[config.mk]
export PLATFORM = sky130hd
export DESIGN_NAME = tdm_clk_monitor
export DESIGN_NICKNAME = d
export VERILOG_FILES = /design/src/rtl/tdm_mon_pkg.sv /design/src/rtl/tdm_mon_sync.sv /design/src/rtl/tdm_mon_datapath.sv /design/src/rtl/tdm_mon_ctrl.sv /design/src/rtl/tdm_clk_monitor.sv
export SDC_FILE = /design/constraint.sdc
export NUM_CORES = 1
export LEC_CHECK = 0
export BUFFER_PORTS_ARGS = -buffer_cell sky130_fd_sc_hd__buf_2
export CORE_MARGIN = 2
export CORE_UTILIZATION = 45
export DETAILED_ROUTE_END_ITERATION = 16
export GPL_TIMING_DRIVEN = 1
export MAX_ROUTING_LAYER = met4
export PLACE_DENSITY_LB_ADDON = 0.25
export SYNTH_ARGS = -nofsm -noshare
export SYNTH_HDL_FRONTEND = slang
export SYNTH_SLANG_ARGS = --single-unit
[constraint.sdc]
create_clock -name clk -period 1.8 [get_ports clk]
set_clock_uncertainty 0.2 [all_clocks]
set_input_delay 0.27 -clock clk [delete_from_list [all_inputs] [get_ports clk]]
set_output_delay 0.27 -clock clk [all_outputs]
set_load 0.03 [all_outputs]
[src/rtl/tdm_mon_pkg.sv]
package tdm_mon_pkg;
  // Channel indices of the activity monitor
  localparam int NUM_CH = 4;
  localparam int CH_REF = 0;
  localparam int CH_X2  = 1;
  localparam int CH_X1  = 2;
  localparam int CH_FS  = 3;

  // Strobes from the detection datapath to the status control
  typedef struct packed {
    logic refLost;      // reference silent past its timeout
    logic busLost;      // at least one bus timing signal silent
    logic extFailHigh;  // synchronized external fail level
    logic extFailRise;  // one-cycle rising edge of external fail
  } monEvt_t;
endpackage

[src/rtl/tdm_mon_sync.sv]
module tdm_mon_sync #(
  parameter int WIDTH  = 1,
  parameter int STAGES = 2
) (
  input  logic             clk,
  input  logic             rstN,
  input  logic [WIDTH-1:0] asyncIn,
  output logic [WIDTH-1:0] syncOut
);
  logic [WIDTH-1:0] chain [STAGES];

  always_ff @(posedge clk) begin
    if (!rstN) begin
      for (int s = 0; s < STAGES; s++) chain[s] <= '0;
    end else begin
      chain[0] <= asyncIn;
      for (int s = 1; s < STAGES; s++) chain[s] <= chain[s-1];
    end
  end

  assign syncOut = chain[STAGES-1];
endmodule

[src/rtl/tdm_mon_datapath.sv]
module tdm_mon_datapath
  import tdm_mon_pkg::*;
#(
  parameter int REF_TIMEOUT = 16384,
  parameter int BIT_TIMEOUT = 512,
  parameter int FS_TIMEOUT  = 16384,
  parameter int SYNC_STAGES = 2
) (
  input  logic              clk,
  input  logic              rstN,
  input  logic [NUM_CH-1:0] timingIn,
  input  logic              extFailIn,
  output monEvt_t           evt
);
  localparam int MAX_TO = (REF_TIMEOUT > FS_TIMEOUT) ?
                          ((REF_TIMEOUT > BIT_TIMEOUT) ? REF_TIMEOUT : BIT_TIMEOUT) :
                          ((FS_TIMEOUT > BIT_TIMEOUT) ? FS_TIMEOUT : BIT_TIMEOUT);
  localparam int CNT_W = $clog2(MAX_TO + 1);

  function automatic int chanTimeout(input int ch);
    if (ch == CH_REF) return REF_TIMEOUT;
    if (ch == CH_FS)  return FS_TIMEOUT;
    return BIT_TIMEOUT;
  endfunction

  logic [NUM_CH:0] rawIn;
  logic [NUM_CH:0] syncIn;
  logic [NUM_CH:0] prevIn;
  logic [NUM_CH-1:0] chanLost;

  assign rawIn = {extFailIn, timingIn};

  tdm_mon_sync #(.WIDTH(NUM_CH + 1), .STAGES(SYNC_STAGES)) uSync (
    .clk     (clk),
    .rstN    (rstN),
    .asyncIn (rawIn),
    .syncOut (syncIn)
  );

  always_ff @(posedge clk) begin
    if (!rstN) prevIn <= '0;
    else       prevIn <= syncIn;
  end

  // One silence counter per timing channel
  for (genvar ch = 0; ch < NUM_CH; ch++) begin : gChan
    localparam int TO = chanTimeout(ch);
    localparam logic [CNT_W-1:0] TO_V = CNT_W'(TO);
    logic [CNT_W-1:0] quietCnt;
    logic edgeSeen;

    assign edgeSeen = syncIn[ch] ^ prevIn[ch];

    always_ff @(posedge clk) begin
      if (!rstN)                quietCnt <= '0;
      else if (edgeSeen)        quietCnt <= '0;
      else if (quietCnt < TO_V) quietCnt <= quietCnt + 1'b1;
    end

    assign chanLost[ch] = (quietCnt >= TO_V);
  end

  always_comb begin
    evt.refLost     = chanLost[CH_REF];
    evt.busLost     = chanLost[CH_X2] | chanLost[CH_X1] | chanLost[CH_FS];
    evt.extFailHigh = syncIn[NUM_CH];
    evt.extFailRise = syncIn[NUM_CH] & ~prevIn[NUM_CH];
  end
endmodule

[src/rtl/tdm_mon_ctrl.sv]
module tdm_mon_ctrl
  import tdm_mon_pkg::*;
(
  input  logic    clk,
  input  logic    rstN,
  input  monEvt_t evt,
  input  logic    altMasterMode,
  input  logic    clrRefFail,
  input  logic    clrClkAbsent,
  input  logic    clrClkFail,
  input  logic    ieRefFail,
  input  logic    ieClkAbsent,
  input  logic    ieClkFail,
  input  logic    irqGlobalEn,
  output logic    refFailSts,
  output logic    clkAbsentSts,
  output logic    clkFailSts,
  output logic    freeRunReq,
  output logic    takeoverReq,
  output logic    irq
);
  logic [2:0] stsQ, stsD, setCond, clrVec, ieVec;

  assign setCond = {evt.extFailHigh, evt.busLost, evt.refLost};
  assign clrVec  = {clrClkFail, clrClkAbsent, clrRefFail};
  assign ieVec   = {ieClkFail, ieClkAbsent, ieRefFail};

  // A clear wins for one cycle; a persisting fault sets the bit again after it
  always_comb begin
    for (int b = 0; b < 3; b++)
      stsD[b] = clrVec[b] ? 1'b0 : (stsQ[b] | setCond[b]);
  end

  always_ff @(posedge clk) begin
    if (!rstN) begin
      stsQ        <= '0;
      takeoverReq <= 1'b0;
    end else begin
      stsQ <= stsD;
      if (!altMasterMode)       takeoverReq <= 1'b0;
      else if (evt.extFailRise) takeoverReq <= 1'b1;
    end
  end

  assign refFailSts   = stsQ[0];
  assign clkAbsentSts = stsQ[1];
  assign clkFailSts   = stsQ[2];
  assign freeRunReq   = stsQ[0];
  assign irq          = irqGlobalEn & |(stsQ & ieVec);
endmodule

[src/rtl/tdm_clk_monitor.sv]
module tdm_clk_monitor
  import tdm_mon_pkg::*;
#(
  parameter int REF_TIMEOUT = 16384,
  parameter int BIT_TIMEOUT = 512,
  parameter int FS_TIMEOUT  = 16384,
  parameter int SYNC_STAGES = 2
) (
  input  logic clk,
  input  logic rstN,
  input  logic refClk,
  input  logic busClk2x,
  input  logic busClk1x,
  input  logic frameSync,
  input  logic extFail,
  input  logic altMasterMode,
  input  logic clrRefFail,
  input  logic clrClkAbsent,
  input  logic clrClkFail,
  input  logic ieRefFail,
  input  logic ieClkAbsent,
  input  logic ieClkFail,
  input  logic irqGlobalEn,
  output logic refFailSts,
  output logic clkAbsentSts,
  output logic clkFailSts,
  output logic freeRunReq,
  output logic takeoverReq,
  output logic irq
);
  monEvt_t evt;
  logic [NUM_CH-1:0] timingIn;

  always_comb begin
    timingIn         = '0;
    timingIn[CH_REF] = refClk;
    timingIn[CH_X2]  = busClk2x;
    timingIn[CH_X1]  = busClk1x;
    timingIn[CH_FS]  = frameSync;
  end

  tdm_mon_datapath #(
    .REF_TIMEOUT (REF_TIMEOUT),
    .BIT_TIMEOUT (BIT_TIMEOUT),
    .FS_TIMEOUT  (FS_TIMEOUT),
    .SYNC_STAGES (SYNC_STAGES)
  ) uData (
    .clk       (clk),
    .rstN      (rstN),
    .timingIn  (timingIn),
    .extFailIn (extFail),
    .evt       (evt)
  );

  tdm_mon_ctrl uCtrl (
    .clk           (clk),
    .rstN          (rstN),
    .evt           (evt),
    .altMasterMode (altMasterMode),
    .clrRefFail    (clrRefFail),
    .clrClkAbsent  (clrClkAbsent),
    .clrClkFail    (clrClkFail),
    .ieRefFail     (ieRefFail),
    .ieClkAbsent   (ieClkAbsent),
    .ieClkFail     (ieClkFail),
    .irqGlobalEn   (irqGlobalEn),
    .refFailSts    (refFailSts),
    .clkAbsentSts  (clkAbsentSts),
    .clkFailSts    (clkFailSts),
    .freeRunReq    (freeRunReq),
    .takeoverReq   (takeoverReq),
    .irq           (irq)
  );
endmodule

==> reports/results.ini, run 1 <==
[route]
route.antenna.remaining_nets = 0
dr.max_layer_used = met4
routedLengthMet1_um = 2640
drt_drc_violations_left = 0
route.met3.wl_um = 159
routedWlPerCell_um = 12.0
drtPass1Iterations = 4
route.final.wire_length_um = 5660
vias = 2297
dr_wl_met2_um = 2720
drt-initial-drc-count = 67
route.detailed.vias_per_inst = 4.87

[sta]
fmax_mhz = 558
setup_repair_after_global_routing_missed_its_margin = true
hold_violations = 0
maxSlewViolCount = 0
fin_worst_hold_slack_ns = 0.0495
final.min_clock_period_ns = 1.79
worst_pin_slew_ns = 0.517
setup-violations-final = 0
fin_crit_sh = 0.995
slew_headroom = 0.654

[cells_and_area]
multi_input_area_mm2 = 0.00154
final_cells = 472
fillerInstances = 600
areaGrowthSynthToFinish_pct = 21.8
drive_gt1_frac = 0.189
ant_diodes = 0
final_nets = 392
layout.area.seq_mm2 = 0.00159
cell_area_after_layout_mm2 = 0.00383

[worst_setup_path]
timing.critical_path.slowest_cell_delay_ns = 0.48
timing.critical_path.slowest_stage_cell = or4bb_4
critical_path_required_ns = 1.85
critical-path-top-delay-family = simple AND/OR/NAND/NOR gates
timing.rr.start = uData.gChan[2].quietCnt[0]
timing.critical_path.to_type = flip-flop
critical_path_peak_fanout = 3
cp.arrival_ns = 1.84
worstSetupPathDepth = 5
r2r.worst_path.cells = 5
timing.setup.critical_path_class = flip-flop to flip-flop
startpoint_type = flip-flop
setup.worst_path.start = uData.gChan[2].quietCnt[0]
cp.buffers_inverters = 0
cell_chain_of_the_critical_path = ha_4 > or4bb_4 > nor4_4 > xnor2_1 > nor2_1

[floorplanning]
die_area_mm2 = 0.00767
floorplan.initialDensity = 0.463
floorplan.rows = 30
num_io_pins = 21
design.core.area_mm2 = 0.00679
floorplan.die.width_um = 87.6
die_height_um = 87.6

[power_and_ir_drop]
worst_supply_voltage_drop_on_vdd_v = 0.000613
power.static_leakage_nw = 1.52
p_per_area_mw_per_mm2 = 938

[grt]
grt.overflow.total = 0
total_global_route_track_usage = 0.168
grt_pass1_vias = 2166
global_route_wire_length_before_repair_um = 9650
antenna_violations_before_repair = 0
pin_count_of_the_biggest_net_entering_global_routing = 27

[cts]
cts_tree = yes
clock_insertion_delay_worst_skew_ns = 0.35
post_cts_buffers = 0
cts_made_buffers = 9
clock_tree.buffer_depth = 2
total_clock_sinks = 79
cts_root_buffer = clkbuf_8
worst_setup_hold_path_clk_slew_ns = 0.08
h-tree-depth = 3

[hold_path]
hp-start = rstN
holdPathStages = 3
holdCritPathClass = input pin to flip-flop

[synth]
seq_area_frac_synth = 0.503
post-synth-top-area-fraction = 0.503
post_synth_instance_area_mm2 = 0.00315
proportion_of_synthesized_flip_flops_having_asynchronous_set_or_reset = 0
synth_enable_flop_cells = 0
post-synth-top-area-cell = dfxtp_1
synth_top_cells_by_area = dfxtp_1, xnor2_1, nor2_1
yosys_register_bits = 79
synthesis.instances = 328
yosys.cell_types.count = 36
ys.flop_type = dfxtp_1
synth-warning-count = 0
postSynthNetCount = 349
postSynthAreaPerCell_um2 = 9.59

[placed_design]
gp_congestion = 0.823
postPlaceCellArea_mm2 = 0.00342
port-buffer-count = 20
dp.final_hpwl_um = 3700
placed_cells_incl_taps = 447

[job]
timing.max_cap.violations = 0

[status]
result_of_the_run = finished, final reports clean

[worst paths after layout]
| check | to | slack (ns) |
|---|---|---|
| max | uData.gChan[2].quietCnt[8] | 0.009 |
| min | uCtrl.takeoverReq | 0.05 |
| max reg2reg | uData.gChan[2].quietCnt[8] | 0.009 |
| min reg2reg | uData.uSync.chain[0][8] | 0.24 |
[synthesized netlist by cell type, drive strengths merged (6+ instances only)]
library cell / instances
and3: 15
nor4: 7
inv: 9
nand3: 16
clkbuf: 9
nand2: 20
nand4: 12
a21oi: 7
xor2: 19
ha: 6
and2: 18
nor3: 6
dfxtp: 79
xnor2: 21
nor2: 46
[layout by cell type, fill, tap and decap left out, types with 4 or more instances in the layout]
cell / instances
a21oi_1: 7
and2_1: 18
and3_1: 15
buf_2: 20
buf_4: 14
clkbuf_8: 9
dfxtp_1: 75
dlygate4sd3_1: 9
ha_1: 4
inv_1: 9
nand2_1: 16
nand2_2: 4
nand3_1: 16
nand4_1: 12
nor2_1: 46
nor3_1: 5
o21ai_0: 4
or3_1: 4
xnor2_1: 21
xor2_1: 19
[cell type report]
type                       instances  share of cell area
timing repair buffer              43              0.0770
multi-input combinational        229               0.402
clock buffer                       9              0.0323
sequential                        79               0.416
clock inverter                     7              0.0330
tap                               96              0.0313
inverter                           9             0.00881
[worst reg2reg max path: cells and delay by family (launching register included)]
kind,cells,cell delay (ns)
XOR/XNOR,1,0.16
AND/OR/NAND/NOR,3,0.83
flip-flops,1,0.37
adder cells (fa/ha/maj),1,0.13
[per-stage QoR]
| stage | power, mW | setup slack, ns | setup TNS [ns] | utilization |
|---|---|---|---|---|
| detailed placement | 2.00 | 0.0198 | 0 | 0.504 |
| CTS | 3.64 | 0.00137 | 0 | 0.554 |
| floorplan | 1.95 | 0.109 | 0 | - |
| global route | 3.75 | -0.0663 | -0.172 | 0.564 |
| finish | 3.59 | 0.00897 | 0 | 0.564 |
| global placement | 2.00 | 0.0542 | 0 | 0.504 |
[registers in the layout (all words and copies together) (netlist names)]
name and count:
uCtrl.stsQ 3, uData.prevIn 5, uData.gChan.quietCnt 60, uCtrl.takeoverReq 1
uData.uSync.chain 10
[what timing repair did]
item | 4_1_cts | 5_1_grt
endpoints found under the hold margin | 9 | 0
resized for setup | 0 | 16
setup endpoints to repair | 0 | 7
hold buffers | 9 | 0
[logic make-up after synthesis]
family,synth area share
AOI/OAI and AO/OA,0.0370
and+or+nand+nor,0.293
muxes,0.00636
buffers and inverters,0.0255
DFF,0.503
adders and majority gates,0.0239
xor gates and xnor gates,0.111
[where the power goes]
group / total, mW / leakage (nW) / switching, mW / internal [mW]
clock network: 1.61 / 0.122 / 0.675 / 0.940
registers: 1.81 / 0.643 / 0.0302 / 1.78
logic: 0.166 / 0.754 / 0.0858 / 0.0800
total: 3.59 / 1.52 / 0.791 / 2.80
[layer usage]
metal,vias up,GRT usage
li1,1211,-
met3,12,0.0575
met1,1055,0.192
met4,0,0.0839
met2,19,0.262
met5,-,-
(Power assumes the default switching activity.)
==> inputs of run 2 (changes only) <==
--- a/config.mk
+++ b/config.mk
@@ -12,6 +12,8 @@
 export GPL_TIMING_DRIVEN = 1
 export MAX_ROUTING_LAYER = met4
 export PLACE_DENSITY_LB_ADDON = 0.25
+export RECOVER_POWER = 50
+export SLEW_MARGIN = 10
 export SYNTH_ARGS = -nofsm -noshare
 export SYNTH_HDL_FRONTEND = slang
 export SYNTH_SLANG_ARGS = --single-unit
==> run 2 against run 1 <==
Design area decreased by 0.23%. Via count increased by 0.39%. Non-clock buffer count unchanged. Routed wire length increased by 0.16%. Sequential share of layout area increased by 0.095 points. Critical endpoint unchanged. Largest power group unchanged. Highest routed layer unchanged.
==> reports/results.ini, run 2 (same netlist as run 1, synthesis figures left out) <==
[sta]
fmax_mhz = 558
slew_headroom = 0.510
fin_worst_hold_slack_ns = 0.162
worst_pin_slew_ns = 0.735
setup-violations-final = 0
fin_crit_sh = 0.995
final.min_clock_period_ns = 1.79
hold_violations = 0
setup_repair_after_global_routing_missed_its_margin = true
maxSlewViolCount = 0

[route]
vias = 2306
drt_drc_violations_left = 0
route.antenna.remaining_nets = 0
route.detailed.vias_per_inst = 4.89
drtPass1Iterations = 4
drt-initial-drc-count = 65
routedWlPerCell_um = 12.0
route.final.wire_length_um = 5670

[power_and_ir_drop]
p_per_area_mw_per_mm2 = 939
post_layout_total_power_mw = 3.59
power.static_leakage_nw = 1.50
worst_supply_voltage_drop_on_vdd_v = 0.000613

[cells_and_area]
mostFrequentLayoutCell = dfxtp_1
cell_area_after_layout_mm2 = 0.00382
top_register = uData.gChan.quietCnt
flip_flop_count_of_the_largest_register_after_layout = 60
final_cell_mix = dfxtp_1, nor2_1, xnor2_1
fillerInstances = 600
multi_input_area_mm2 = 0.00154
final_cells = 472
ant_diodes = 0
final_nets = 392
layout.area.seq_mm2 = 0.00159
layout_top_registers = uData.gChan.quietCnt (60), uData.uSync.chain (10), uData.prevIn (5)
drive_gt1_frac = 0.176
areaGrowthSynthToFinish_pct = 21.6
finalCoreUtilization = 0.563

[cts]
h-tree-depth = 3
cts_root_buffer = clkbuf_8
worst_setup_hold_path_clk_slew_ns = 0.08
total_clock_sinks = 79
clock_tree.buffer_depth = 2
cts_tree = yes
clock_insertion_delay_worst_skew_ns = 0.35
cts_made_buffers = 9

[grt]
grt_pass1_vias = 2166
grt.overflow.total = 0
antenna_violations_before_repair = 0
global_route_wire_length_before_repair_um = 9650
pin_count_of_the_biggest_net_entering_global_routing = 27
total_global_route_track_usage = 0.168

[floorplanning]
floorplan.die.width_um = 87.6
num_io_pins = 21
floorplan.initialDensity = 0.463
design.core.area_mm2 = 0.00679
floorplan.rows = 30
die_height_um = 87.6
die_area_mm2 = 0.00767

[worst_setup_path]
timing.setup.critical_path_class = flip-flop to flip-flop
cell_chain_of_the_critical_path = ha_4 > or4bb_4 > nor4_4 > xnor2_1 > nor2_1
timing.critical_path.slowest_cell_delay_ns = 0.48
cp.buffers_inverters = 0
critical_path_required_ns = 1.85
cp.arrival_ns = 1.84
critical-path-top-delay-family = simple AND/OR/NAND/NOR gates
critical_path_peak_fanout = 3
startpoint_type = flip-flop
timing.critical_path.to_type = flip-flop
timing.critical_path.slowest_stage_cell = or4bb_4

[placed_design]
placed_cells_incl_taps = 447
postPlaceCellArea_mm2 = 0.00342
dp.final_hpwl_um = 3700
gp_congestion = 0.823
port-buffer-count = 20

[hold_path]
holdCritPathClass = input pin to flip-flop

[status]
result_of_the_run = finished, final reports clean

[job]
timing.max_cap.violations = 0

==> run 2: cell types whose count changed in the layout (fill, tap and decap cells not counted) <==
| cell | before | now |
|---|---|---|
| buf_4 | 14 | 13 |
| clkbuf_1 | 0 | 5 |
| and2_0 | 0 | 4 |
| and2_1 | 18 | 14 |
| buf_2 | 20 | 16 |
==> run 2: worst min-delay path, delay by kind of cell <==
kind	cells	cell delay, ns
AND/OR/NAND/NOR	2	0.16
buffers and inverters	1	0.24
==> run 2: cell type report <==
| class | count | share of cell area |
|---|---|---|
| clock buffer | 9 | 0.0324 |
| clock inverter | 7 | 0.0330 |
| inverter | 9 | 0.00884 |
| multi-input combinational | 229 | 0.402 |
| sequential | 79 | 0.417 |
| tap | 96 | 0.0314 |
| timing repair buffer | 43 | 0.0749 |
==> run 2: repair_timing <==
item | CTS | global route
hold endpoints to repair | 9 | 0
endpoints found under the setup margin | 0 | 7
gates resized for setup | 0 | 16
setup buffers | 0 | 0
hold buffers | 9 | 0
==> run 2: path summary, 6_finish.rpt <==
check | start | endpoint | slack (ns) | depth (start not counted)
hold / removal | rstN | uCtrl.takeoverReq | 0.16 | 3
hold reg to reg | uData.uSync.chain[0][2] | uData.uSync.chain[0][7] | 0.24 | 1
setup reg to reg | uData.gChan[2].quietCnt[0] | uData.gChan[2].quietCnt[8] | 0.009 | 5
setup / recovery | uData.gChan[2].quietCnt[0] | uData.gChan[2].quietCnt[8] | 0.009 | 5
==> run 2: where the power goes <==
group | internal, mW | switching, mW
Clock | 0.940 | 0.674
Combinational | 0.0781 | 0.0858
Sequential | 1.78 | 0.0302
Total | 2.80 | 0.790
==> run 2: stage by stage <==
step,worst slack [ns],setup TNS [ns]
global placement,0.0542,0
global route,-0.0666,-0.189
CTS,0.00137,0
floorplan,0.109,0
detailed placement,0.0198,0
finish,0.00881,0
==> run 2: metal layers <==
metal | up-vias | part of all wire | GRT usage
li1 | 1211 | - | -
met1 | 1060 | 0.47 | 0.192
met2 | 23 | 0.48 | 0.262
met3 | 12 | 0.029 | 0.0575
met4 | 0 | 0.025 | 0.0839
met5 | - | 0 | -
